**config.mk**
```make
export PLATFORM = sky130hd
export DESIGN_NAME = run_debounce
export DESIGN_NICKNAME = d
export VERILOG_FILES = /design/src/rtl/rdb_pkg.sv /design/src/rtl/rdb_sync.sv /design/src/rtl/rdb_mode_reg.sv /design/src/rtl/rdb_run_counter.sv /design/src/rtl/run_debounce.sv
export SDC_FILE = /design/constraint.sdc
export NUM_CORES = 1
export LEC_CHECK = 0
export ABC_CLOCK_PERIOD_IN_PS = 2200
export BUFFER_PORTS_ARGS = -buffer_cell sky130_fd_sc_hd__clkbuf_2
export CORE_AREA = 5 5 42 44
export CTS_BUF_LIST = sky130_fd_sc_hd__clkbuf_2 sky130_fd_sc_hd__clkbuf_4 sky130_fd_sc_hd__clkbuf_8
export DETAILED_ROUTE_END_ITERATION = 10
export DIE_AREA = 0 0 47 49
export PLACE_DENSITY = 0.81
export SLEW_MARGIN = 20
export SYNTH_ARGS = -nofsm -noshare
export SYNTH_HDL_FRONTEND = slang
export SYNTH_SLANG_ARGS = --single-unit
export TNS_END_PERCENT = 5
```
**constraint.sdc**
```tcl
create_clock -name clk -period 2.2 [get_ports clk]
set_input_delay 0.22 -clock clk [delete_from_list [all_inputs] [get_ports clk]]
set_output_delay 0.22 -clock clk [all_outputs]
set_load 0.1 [all_outputs]
```
**src/rtl/rdb_pkg.sv**
```systemverilog
package rdb_pkg;

  // Run length chosen by the two select bits of the mode word.
  function automatic int unsigned run_target(input logic [1:0] sel,
                                             input int unsigned l0,
                                             input int unsigned l1,
                                             input int unsigned l2,
                                             input int unsigned l3);
    case (sel)
      2'd0:    return l0;
      2'd1:    return l1;
      2'd2:    return l2;
      default: return l3;
    endcase
  endfunction

  function automatic int unsigned max4(input int unsigned a,
                                       input int unsigned b,
                                       input int unsigned c,
                                       input int unsigned d);
    int unsigned m;
    m = a;
    if (b > m) m = b;
    if (c > m) m = c;
    if (d > m) m = d;
    return m;
  endfunction

  // Counter width able to hold values 0 .. max_len-1.
  function automatic int unsigned cnt_width(input int unsigned max_len);
    return (max_len < 3) ? 1 : $clog2(max_len);
  endfunction

endpackage

```
**src/rtl/rdb_sync.sv**
```systemverilog
module rdb_sync #(
  parameter int unsigned STAGES = 2
) (
  input  logic clk,
  input  logic rst,
  input  logic d,
  output logic q
);
  logic [STAGES-1:0] chain;

  generate
    if (STAGES == 1) begin : g_single
      always_ff @(posedge clk) begin
        if (rst) chain <= '0;
        else     chain <= d;
      end
    end else begin : g_multi
      always_ff @(posedge clk) begin
        if (rst) chain <= '0;
        else     chain <= {chain[STAGES-2:0], d};
      end
    end
  endgenerate

  assign q = chain[STAGES-1];
endmodule

```
**src/rtl/rdb_mode_reg.sv**
```systemverilog
module rdb_mode_reg #(
  parameter int unsigned MODE_W = 3
) (
  input  logic              clk,
  input  logic              rst,
  input  logic [MODE_W-1:0] mode_in,
  output logic [MODE_W-1:0] mode_q,
  output logic              mode_chg
);
  // Under reset the register tracks the input, so that no change is seen at release.
  always_ff @(posedge clk) begin
    mode_q <= mode_in;
    if (rst) mode_q <= mode_in;
  end

  assign mode_chg = !rst && (mode_in != mode_q);
endmodule

```
**src/rtl/rdb_run_counter.sv**
```systemverilog
module rdb_run_counter #(
  parameter int unsigned CNT_W = 11
) (
  input  logic             clk,
  input  logic             rst,
  input  logic             en,
  input  logic             clr,
  input  logic             differ,
  input  logic [CNT_W-1:0] term,
  output logic [CNT_W-1:0] cnt,
  output logic             flip
);
  logic at_term;

  assign at_term = (cnt == term);
  assign flip    = en && !clr && differ && at_term;

  always_ff @(posedge clk) begin
    if (rst)                      cnt <= '0;
    else if (clr || !en || !differ) cnt <= '0;
    else if (at_term)             cnt <= '0;
    else                          cnt <= cnt + 1'b1;
  end
endmodule

```
**src/rtl/run_debounce.sv**
```systemverilog
module run_debounce #(
  parameter int unsigned LEN0        = 3,
  parameter int unsigned LEN1        = 24,
  parameter int unsigned LEN2        = 192,
  parameter int unsigned LEN3        = 1536,
  parameter int unsigned SYNC_STAGES = 2
) (
  input  logic       clk,
  input  logic       rst,
  input  logic       raw_in,
  input  logic [2:0] mode,
  output logic       clean_out
);
  import rdb_pkg::*;

  localparam int unsigned MODE_W  = 3;
  localparam int unsigned MAX_LEN = max4(LEN0, LEN1, LEN2, LEN3);
  localparam int unsigned CNT_W   = cnt_width(MAX_LEN);

  // Named internal events, brought out for the checker.
  logic              samp_w;
  logic [MODE_W-1:0] mode_q_w;
  logic              mode_chg_w;
  logic              filt_en_w;
  logic              differ_w;
  logic [CNT_W-1:0]  term_w;
  logic [CNT_W-1:0]  run_cnt_w;
  logic              flip_w;
  logic              out_q;

  rdb_sync #(.STAGES(SYNC_STAGES)) u_sync (
    .clk (clk),
    .rst (rst),
    .d   (raw_in),
    .q   (samp_w)
  );

  rdb_mode_reg #(.MODE_W(MODE_W)) u_mode (
    .clk      (clk),
    .rst      (rst),
    .mode_in  (mode),
    .mode_q   (mode_q_w),
    .mode_chg (mode_chg_w)
  );

  assign filt_en_w = mode_q_w[MODE_W-1];
  assign differ_w  = (samp_w != out_q);
  assign term_w    = CNT_W'(run_target(mode_q_w[1:0], LEN0, LEN1, LEN2, LEN3) - 1);

  rdb_run_counter #(.CNT_W(CNT_W)) u_cnt (
    .clk    (clk),
    .rst    (rst),
    .en     (filt_en_w),
    .clr    (mode_chg_w),
    .differ (differ_w),
    .term   (term_w),
    .cnt    (run_cnt_w),
    .flip   (flip_w)
  );

  always_ff @(posedge clk) begin
    if (rst)             out_q <= 1'b0;
    else if (mode_chg_w) out_q <= out_q;
    else if (!filt_en_w) out_q <= samp_w;
    else if (flip_w)     out_q <= ~out_q;
  end

  assign clean_out = out_q;
endmodule

```
==> results by group, run 1 <==
Outcome
  – Status: complete, no violations

Logic synthesis
  – Share of Yosys cell area claimed by the top area cell type: 0.445
  – Synth area leaders: dfxtp_1 (45%), xnor2_1 (9.2%), xor2_1 (6.9%), nor2_1 (6.4%), nand3_1 (3.9%)
  – Syn_nets: 93
  – Post-synth cell types: 27
  – Synthesized area per cell: slightly below 9 um^2
  – Synth Instances: 86
  – Synth warnings: 0
  – Yosys reg bits: 17
  – Post-synth top area cell: dfxtp_1
  – Cell area after synthesis: 764 um^2
  – Sequential area share after synthesis: 0.445

Layout
  – Most frequent cells in the layout: dfxtp_1 (17), nor2_1 (13), xnor2_1 (8)
  – Final Core Density: 0.603
  – N_diodes: 0
  – Layout cell share with drive strength beyond 1: 0.137
  – Filler-free cell count of the finished design: between 100 and 150
  – Nets: 103
  – Layout area overhead: 10.5%
  – Most common cell after layout, fill and taps aside: dfxtp_1

Power and ir drop
  – Switching power: 0.109 mW
  – Flop pwr share: 0.615
  – Pint: between 0.4 and 0.5 mW
  – Leakage: 0.302 nW
  – Total power: approximately 0.52 mW
  – Sw Ratio: 0.211
  – Clock Power Share: 0.335
  – Peak VDD IR: around 460 uV
  – Power Dens Cells: about 600 mW/mm^2
  – Combinational share of power: 0.050

Setup path
  – CP cell instances: or4_1 > o21a_1 > a32o_1 > o21ai_0 > buf_4 > nor2_1
  – Setup slack, reg-to-reg: 0.25 ns
  – CP Max Fanout: 8
  – CP Launch Type: flip-flop
  – Worst EP arrival: between 2 and 2.5 ns
  – Worst r2r src: u_cnt.cnt[5]
  – Crit path largest cell delay: 0.52 ns
  – WS Path Type: flip-flop to flip-flop
  – Worst EP required: 2.39 ns
  – Endpoint class of the critical path: flip-flop
  – CP max-delay cell: or4_1
  – FF-to-FF End: u_cnt.cnt[4]
  – Reg2Reg Depth: 6

Route
  – Drt via density: between 5 and 6
  – Total routed wirelength: between 1000 and 1500 um
  – DRC Markers: 0
  – Drt wl/cell: around 12 um
  – Routed Antenna Nets: 0
  – Iter 0 DRT Violations: 4
  – Drt first pass iters: 2
  – Vias: approximately 590

STA
  – Fmax: roughly 510 MHz
  – # setup viols final: 0
  – Clock Skews: 0.00552 ns
  – Max_slew headroom: 0.640
  – Setup TNS: 0 ns
  – Setup ws final: 0.252 ns
  – Fin. max-slew vios: 0
  – Min Tclk post-route: a little under 2 ns
  – Unrepaired setup endpoints after global routing: false
  – Final Hold Viols: 0
  – Fin crit share: 0.885
  – Tightest Pin Transition: 0.542 ns

Clock network
  – Cts hold-fix bufs: 0
  – Worst-path clk slew: approximately 0.09 ns
  – Cts bufs inserted: 3
  – CTS resizes: 0
  – Root buffer cell: clkbuf_4
  – Clk sinks: 17
  – Skew-Pair Late Insertion Delay: roughly 0.29 ns
  – TritonCTS clock tree: yes
  – Clock tree buffer depth: 2
  – H-tree levels: 1
  – Setup repair bufs after CTS: 0

Die
  – Die Area: ~0.0023 mm^2
  – Rows: 14
  – Die extent in x: approximately 47 um
  – Initial Util: 0.546
  – I/O pins: 7
  – Die Span Y: 49 um
  – Core Region: around 0.0014 mm^2

Worst hold path
  – Hold Crit Depth: 1
  – Min-delay src: mode[2]
  – Worst min path class: input port to flip-flop
  – Hold worst-path end: u_mode.mode_q[2]

GRT
  – GRT Overall Usage: 0.141
  – Largest net degree at the start of global routing: 10
  – Number of global-route vias before repair: about 600
  – First-pass GRT wire length: approximately 2400 um
  – Initial antenna violation count: 0
  – GRT overflow: 0

Placed design
  – Dpl ws: 0.264 ns
  – Placed insts: 107
  – RePlAce Congestion: 0.736
  – PortBufs: 6
  – Hpwl dp: roughly 1000 um

Run
  – Max-cap check violation count: 0
## worst max-delay path: cells and delay by family, from the launching register on
family                 cells  cell delay, ns
DFF                        1            0.37
buffers and inverters      1            0.22
AOI/OAI and AO/OA          3            0.67
and+or+nand+nor            2            0.57
## flip-flops by register name (all words and copies together), names as in the netlist
register and flops:
clean_out 1, u_cnt.cnt 11, u_mode.mode_q 3, u_sync.chain 2
## Yosys cell counts
cell type,count
nand3_1,6
and3_1,2
dfxtp_1,17
o2111ai_1,1
o21ai_0,3
a21boi_0,1
inv_1,4
nor3_1,3
nand4_1,2
or3_1,1
o22ai_1,1
o21a_1,1
o21ba_2,1
a21oi_1,1
xnor2_1,8
a32o_1,1
nand2_1,3
nor2b_1,2
o311a_1,1
a31o_1,1
nor2_1,13
xor2_1,6
nor4_1,1
or4_1,1
nor3b_1,1
ha_1,1
buf_2,3
## power by group through the flow
stage | Sequential, mW | Combinational, mW | Clock (mW)
floorplan | 0.322 | 0.0219 | 0
global placement | 0.326 | 0.0251 | 0
detailed placement | 0.326 | 0.0264 | 0
CTS | 0.319 | 0.0265 | 0.183
global route | 0.320 | 0.0303 | 0.200
finish | 0.319 | 0.0260 | 0.174
## worst max path at each step
stage / slack, ns / from / cells past startpoint / end
after global placement: 0.30 / u_cnt.cnt[5] / 6 / u_cnt.cnt[7]
after CTS: 0.25 / u_cnt.cnt[5] / 6 / u_cnt.cnt[9]
after detailed placement: 0.26 / u_cnt.cnt[5] / 6 / u_cnt.cnt[4]
final: 0.25 / u_cnt.cnt[5] / 6 / u_cnt.cnt[4]
after global routing: 0.11 / u_cnt.cnt[5] / 6 / u_cnt.cnt[8]
after floorplan: 0.39 / u_cnt.cnt[5] / 5 / clean_out
## per-stage QoR
| step | cell area [um^2] | hold WS (ns) |
|---|---|---|
| 2_1_floorplan | 764 | 0.248 |
| 3_3_place_gp | 815 | 0.350 |
| 3_5_place_dp | 815 | 0.354 |
| 4_1_cts | 845 | 0.0432 |
| 5_1_grt | 845 | 0.0334 |
| 6_report | 845 | 0.0501 |
## final cells by class
cell class | count | area [um^2]
Clock buffer | 4 | 30.0
Fill cell | 138 | 557
Inverter | 4 | 15.0
Multi-Input combinational cell | 62 | 394
Sequential cell | 17 | 340
Tap cell | 16 | 20.0
Timing Repair Buffer | 8 | 45.0
## layer usage
| layer | GRT usage | part of all wire | up-vias |
|---|---|---|---|
| met1 | 0.166 | 0.46 | 268 |
| li1 | - | - | 314 |
| met3 | 0.0332 | 0.030 | 2 |
| met4 | 0.0829 | 0.017 | 0 |
| met5 | 0 | 0 | - |
| met2 | 0.222 | 0.49 | 9 |
## kinds of logic (layout without fill, tap and decap cells)
logic type,Yosys count,in the layout,synth area share
flip-flops,17,17,0.445
AO/OA/AOI/OAI,12,12,0.116
XOR/XNOR,14,14,0.160
AND/OR/NAND/NOR,35,35,0.223
adder cells (fa/ha/maj),1,1,0.0164
buffers and inverters,7,16,0.0393
Power figures use the tool's default switching activity.
==> run 2, diff against run 1 <==
- ABC_CLOCK_PERIOD_IN_PS: 2200 -> 2000
- clock period: 2.2 -> 2 ns (I/O delays scaled with it)
==> run 2 against run 1 <==
  * Power grew 10%
  * Sequential power up 10%
  * Global-route usage did not move
  * Die area did not move
  * Final cell count is the same
  * Critical path depth down 1
  * Via count did not move
  * Wire length did not move
  * Worst setup slack worse by 0.15 ns
  * Highest routed layer unchanged
==> results by group, run 2 (synthesis gave the netlist of run 1 again) <==
Layout
  – Leading registers by flop count: u_cnt.cnt: 11 flops, u_mode.mode_q: 3 flops, u_sync.chain: 2 flops (unchanged)
  – Layout area overhead: 10.5% (unchanged)
  – Nets: 103 (unchanged)
  – Layout cell share with drive strength beyond 1: 0.137 (unchanged)
  – Most common cell after layout, fill and taps aside: dfxtp_1 (unchanged)
  – Top reg by flops: u_cnt.cnt (unchanged)
  – Fin area: 845 um^2 (unchanged)
  – Final Core Density: 0.603 (unchanged)
  – N_diodes: 0 (unchanged)
  – Most frequent cells in the layout: dfxtp_1 (17), nor2_1 (13), xnor2_1 (8) (unchanged)
  – Max reg flops: 11 (unchanged)

Die
  – Die extent in x: 47 um (unchanged)
  – Die Area: 0.00230 mm^2 (unchanged)
  – Rows: 14 (unchanged)
  – I/O pins: 7 (unchanged)
  – Initial Util: 0.546 (unchanged)
  – Die Span Y: 49 um (unchanged)
  – Core Region: 0.00140 mm^2 (unchanged)

GRT
  – Largest net degree at the start of global routing: 10 (unchanged)
  – Number of global-route vias before repair: 604 (unchanged)
  – First-pass GRT wire length: 2370 um (unchanged)
  – GRT Overall Usage: 0.141 (unchanged)
  – GRT overflow: 0 (unchanged)
  – Initial antenna violation count: 0 (unchanged)

Placed design
  – PortBufs: 6 (unchanged)
  – Hpwl dp: 1030 um (unchanged)
  – Post-Place Cell Area: 815 um^2 (unchanged)
  – RePlAce Congestion: 0.736 (about the same)

Clock network
  – CTS resizes: 0 (unchanged)
  – TritonCTS clock tree: yes (unchanged)
  – Root buffer cell: clkbuf_4 (unchanged)
  – Worst-path clk slew: 0.09 ns (about the same)
  – Cts hold-fix bufs: 0 (unchanged)
  – Cts bufs inserted: 3 (unchanged)
  – H-tree levels: 1 (unchanged)
  – Setup repair bufs after CTS: 0 (unchanged)
  – Clk sinks: 17 (unchanged)
  – Skew-Pair Late Insertion Delay: 0.29 ns (about the same)
  – Clock tree buffer depth: 2 (unchanged)

Route
  – Drt via density: 5.34 (unchanged)
  – Drt first pass iters: 2 (unchanged)
  – Drt wl/cell: 11.6 um (unchanged)
  – DRC Markers: 0 (unchanged)
  – Total routed wirelength: 1290 um (unchanged)
  – Vias: 593 (unchanged)
  – Routed Antenna Nets: 0 (unchanged)
  – Iter 0 DRT Violations: 4 (unchanged)

STA
  – Clock Skews: 0.00552 ns (unchanged)
  – Fin. max-slew vios: 0 (unchanged)
  – Unrepaired setup endpoints after global routing: false (unchanged)
  – Final Hold Viols: 0 (unchanged)
  – Max_slew headroom: 0.640 (unchanged)
  – Min Tclk post-route: 1.89 ns (was 1.95 ns)
  – Fin crit share: 0.947 (was 0.885)
  – Tightest Pin Transition: 0.542 ns (unchanged)
  – Setup TNS: 0 ns (unchanged)
  – Fmax: 528 MHz (was 513 MHz)
  – # setup viols final: 0 (unchanged)

Power and ir drop
  – Leakage: 0.302 nW (about the same)
  – Power Dens Cells: 676 mW/mm^2 (was 614 mW/mm^2)
  – Peak VDD IR: 502 uV (was 457 uV)

Setup path
  – CP startpoint: u_cnt.cnt[5] (unchanged)
  – Reg2Reg Depth: 5 (was 6)
  – Worst EP arrival: 2.09 ns (was 2.14 ns)
  – CP Max Fanout: 6 (was 8)
  – Worst r2r src: u_cnt.cnt[5] (unchanged)
  – Endpoint class of the critical path: flip-flop (unchanged)
  – FF-to-FF End: clean_out (was u_cnt.cnt[4])
  – Crit path capture: clean_out (was u_cnt.cnt[4])
  – Setup slack, reg-to-reg: 0.11 ns (was 0.25 ns)
  – Worst EP required: 2.19 ns (was 2.39 ns)
  – WS Path Type: flip-flop to flip-flop (unchanged)
  – CP Launch Type: flip-flop (unchanged)

Run
  – Max-cap check violation count: 0 (unchanged)

Worst hold path
  – Worst min path class: input port to flip-flop (unchanged)

Outcome
  – Status: complete, no violations (unchanged)
-- run 2: changes by cell type in the layout (fill, tap and decap cells not counted) --
cell	delta
o21ai_0	-1
o21ai_1	+1
-- run 2: layout make-up --
class / count / area (um^2)
fillers: 138 / 557
multi-input cells: 62 / 394
flip-flops and latches: 17 / 340
repair buffers: 8 / 45.0
clock buffers: 4 / 30.0
well taps: 16 / 20.0
inverters: 4 / 15.0
-- run 2: report_power, final --
part	internal, mW	total [mW]	switching, mW	leakage, nW
sequential	0.344	0.351	0.00715	0.138
combinational	0.0157	0.0288	0.0131	0.145
clock	0.0912	0.191	0.100	0.0184
total	0.450	0.571	0.120	0.302
-- run 2: worst max-delay path: stages, from the launching register on --
cell and delay [ns]:
dfxtp_1 0.37, or4_1 0.52, o21a_1 0.18, a32o_1 0.22
o311a_1 0.32, a31o_1 0.18
-- run 2: per-stage QoR --
stage	hold WS [ns]	setup WS, ns	total power [mW]	instances
floorplan	0.228	0.192	0.378	86
global placement	0.330	0.103	0.386	107
detailed placement	0.334	0.0645	0.388	107
CTS	0.0232	0.0475	0.581	111
global route	0.0134	0.0168	0.606	111
finish	0.0301	0.105	0.571	111
-- run 2: per-layer routing --
layer  up-vias  wire length (um)  global-route usage
met5         -                 0                   0
met4         0                22              0.0829
met3         2                39              0.0332
met2         9               626               0.222
met1       268               597               0.166
li1        314                 -                   -
-- run 2: worst min path at each step --
stage               startpoint                to  slack (ns)  cells after the start
detailed placement     mode[1]  u_mode.mode_q[1]        0.33                      1
global route           mode[0]  u_mode.mode_q[0]        0.01                      1
global placement       mode[0]  u_mode.mode_q[0]        0.33                      1
finish                 mode[2]  u_mode.mode_q[2]        0.03                      1
floorplan              mode[0]  u_mode.mode_q[0]        0.23                      0
CTS                    mode[2]  u_mode.mode_q[2]        0.02                      1
==> run 3, diff against run 2 <==
- REMOVE_ABC_BUFFERS: unset -> 1
==> run 3 against run 2 <==
  * Worst hold slack better by 0.0019 ns
  * Power down 1.7%
  * Clock skew decreased by 0.0024 ns
  * Utilization up 0.54 points
  * Clock power fell by 6%
  * Sequential power barely moved
  * Clock-buffer cell count decreased by 1
  * Non-clock buffer count rose by 1
  * Combinational power is 6% higher
  * Fmax about the same
  * Cell area up 0.89%
  * Largest cell class unchanged
  * Largest power group unchanged
  * Highest routed layer unchanged
==> results by group, run 3 (synthesis gave the netlist of run 1 again) <==
Outcome
  – Status: complete, no violations (unchanged)

Power and ir drop
  – Total power: 0.561 mW (was 0.571 mW)
  – Peak VDD IR: 343 uV (was 502 uV)
  – Power Dens Cells: 659 mW/mm^2 (was 676 mW/mm^2)
  – Leakage: 0.306 nW (was 0.302 nW)

Route
  – Total routed wirelength: 1380 um (was 1290 um)
  – Routed Antenna Nets: 0 (unchanged)
  – Drt via density: 5.53 (was 5.34)
  – DRC Markers: 0 (unchanged)
  – Drt wl/cell: 12.3 um (was 11.6 um)
  – Iter 0 DRT Violations: 21 (was 4)
  – Vias: 619 (was 593)
  – Drt first pass iters: 4 (was 2)

Clock network
  – Worst-path clk slew: 0.10 ns (was 0.09 ns)
  – Clk sinks: 17 (unchanged)
  – Cts bufs inserted: 3 (unchanged)
  – Skew-Pair Late Insertion Delay: 0.29 ns (about the same)
  – TritonCTS clock tree: yes (unchanged)
  – CTS resizes: 0 (unchanged)
  – Clock tree buffer depth: 2 (unchanged)
  – Cts hold-fix bufs: 0 (unchanged)
  – Setup repair bufs after CTS: 0 (unchanged)
  – Root buffer cell: clkbuf_4 (unchanged)
  – H-tree levels: 1 (unchanged)

STA
  – Tightest Pin Transition: 0.541 ns (was 0.542 ns)
  – Final hold slack: 0.0321 ns (was 0.0301 ns)
  – Fin crit share: 0.948 (was 0.947)
  – Setup TNS: 0 ns (unchanged)
  – Setup ws final: 0.104 ns (was 0.105 ns)
  – Final Hold Viols: 0 (unchanged)
  – Min Tclk post-route: 1.90 ns (was 1.89 ns)
  – Max_slew headroom: 0.641 (was 0.640)
  – # setup viols final: 0 (unchanged)
  – Unrepaired setup endpoints after global routing: false (unchanged)
  – Fmax: 528 MHz (about the same)
  – Clock Skews: 0.00308 ns (was 0.00552 ns)
  – Fin. max-slew vios: 0 (unchanged)

Layout
  – Nets: 104 (was 103)
  – Final Core Density: 0.608 (was 0.603)
  – Top reg by flops: u_cnt.cnt (unchanged)
  – Most frequent cells in the layout: dfxtp_1 (17), nor2_1 (13), xnor2_1 (8) (unchanged)
  – N_diodes: 0 (unchanged)
  – Sequential Area: 340 um^2 (unchanged)
  – Filler-free cell count of the finished design: 112 (was 111)
  – Max reg flops: 11 (unchanged)
  – Most common cell after layout, fill and taps aside: dfxtp_1 (unchanged)
  – Layout area overhead: 11.5% (was 10.5%)
  – Layout cell share with drive strength beyond 1: 0.135 (was 0.137)
  – Fin area: 852 um^2 (was 845 um^2)
  – Multi-input gate area: 394 um^2 (unchanged)
  – # fillers: 128 (was 138)
  – Leading registers by flop count: u_cnt.cnt: 11 flops, u_mode.mode_q: 3 flops, u_sync.chain: 2 flops (unchanged)

Setup path
  – FF-to-FF End: clean_out (unchanged)
  – Endpoint class of the critical path: flip-flop (unchanged)
  – Worst EP required: 2.19 ns (about the same)
  – CP max-delay cell: or4_1 (unchanged)
  – Crit path largest cell delay: 0.52 ns (about the same)
  – Setup slack, reg-to-reg: 0.10 ns (was 0.11 ns)
  – CP startpoint: u_cnt.cnt[5] (unchanged)
  – Reg2Reg Depth: 5 (unchanged)
  – Worst r2r src: u_cnt.cnt[5] (unchanged)
  – CP Launch Type: flip-flop (unchanged)
  – CP cell instances: or4_1 > o21a_1 > a32o_1 > o311a_1 > a31o_1 (unchanged)
  – WS Path Type: flip-flop to flip-flop (unchanged)
  – CP Max Fanout: 6 (unchanged)
  – Worst EP arrival: 2.09 ns (about the same)

Die
  – Rows: 14 (unchanged)
  – Die Span Y: 49 um (unchanged)
  – Core Region: 0.00140 mm^2 (unchanged)
  – Initial Util: 0.546 (unchanged)
  – Die Area: 0.00230 mm^2 (unchanged)
  – Die extent in x: 47 um (unchanged)
  – I/O pins: 7 (unchanged)

Run
  – Max-cap check violation count: 0 (unchanged)

GRT
  – GRT Overall Usage: 0.137 (was 0.141)
  – Number of global-route vias before repair: 583 (was 604)
  – First-pass GRT wire length: 2360 um (was 2370 um)
  – GRT overflow: 0 (unchanged)
  – Initial antenna violation count: 0 (unchanged)
  – Largest net degree at the start of global routing: 11 (was 10)

Worst hold path
  – Min-delay src: mode[0] (was mode[2])
  – Hold Crit Depth: 1 (unchanged)
  – Worst min path class: input port to flip-flop (unchanged)
  – Hold worst-path end: u_mode.mode_q[0] (was u_mode.mode_q[2])

Placed design
  – Hpwl dp: 1030 um (about the same)
  – RePlAce Congestion: 0.841 (was 0.736)
  – Placed insts: 107 (unchanged)
  – Post-Place Cell Area: 815 um^2 (unchanged)
  – PortBufs: 6 (unchanged)
  – Dpl ws: 0.127 ns (was 0.0645 ns)
run 3: final cells by class:
| cell class | count | area share |
|---|---|---|
| clock buffer | 3 | 0.0264 |
| clock inverter | 1 | 0.00587 |
| inverter | 4 | 0.0176 |
| multi-input combinational | 62 | 0.463 |
| sequential | 17 | 0.399 |
| tap | 16 | 0.0235 |
| timing repair buffer | 9 | 0.0646 |
run 3: how the worst max path moves through the flow:
stage                    end  cells past startpoint  slack (ns)
2_1_floorplan  u_cnt.cnt[10]                      5       -0.09
6_report           clean_out                      5        0.10
3_5_place_dp       clean_out                      5        0.13
3_3_place_gp       clean_out                      5        0.15
5_1_grt         u_cnt.cnt[4]                      6        0.05
4_1_cts            clean_out                      5        0.11
run 3: power by group:
| group | internal (mW) | leakage [nW] | switching (mW) |
|---|---|---|---|
| logic | 0.0170 | 0.150 | 0.0134 |
| clock network | 0.0744 | 0.0177 | 0.105 |
| registers | 0.344 | 0.138 | 0.00823 |
| total | 0.435 | 0.306 | 0.126 |
run 3: routing by layer:
layer	GRT usage	vias to the layer above	routed length, um
li1	-	314	-
met1	0.170	284	620
met2	0.201	19	662
met3	0.0443	2	70
met4	0.0783	0	24
met5	0	-	0
run 3: worst max-delay path: cells and delay by family (launching register included):
family          cells  cell delay, ns
compound gates      4            0.91
flops               1            0.37
simple gates        1            0.52
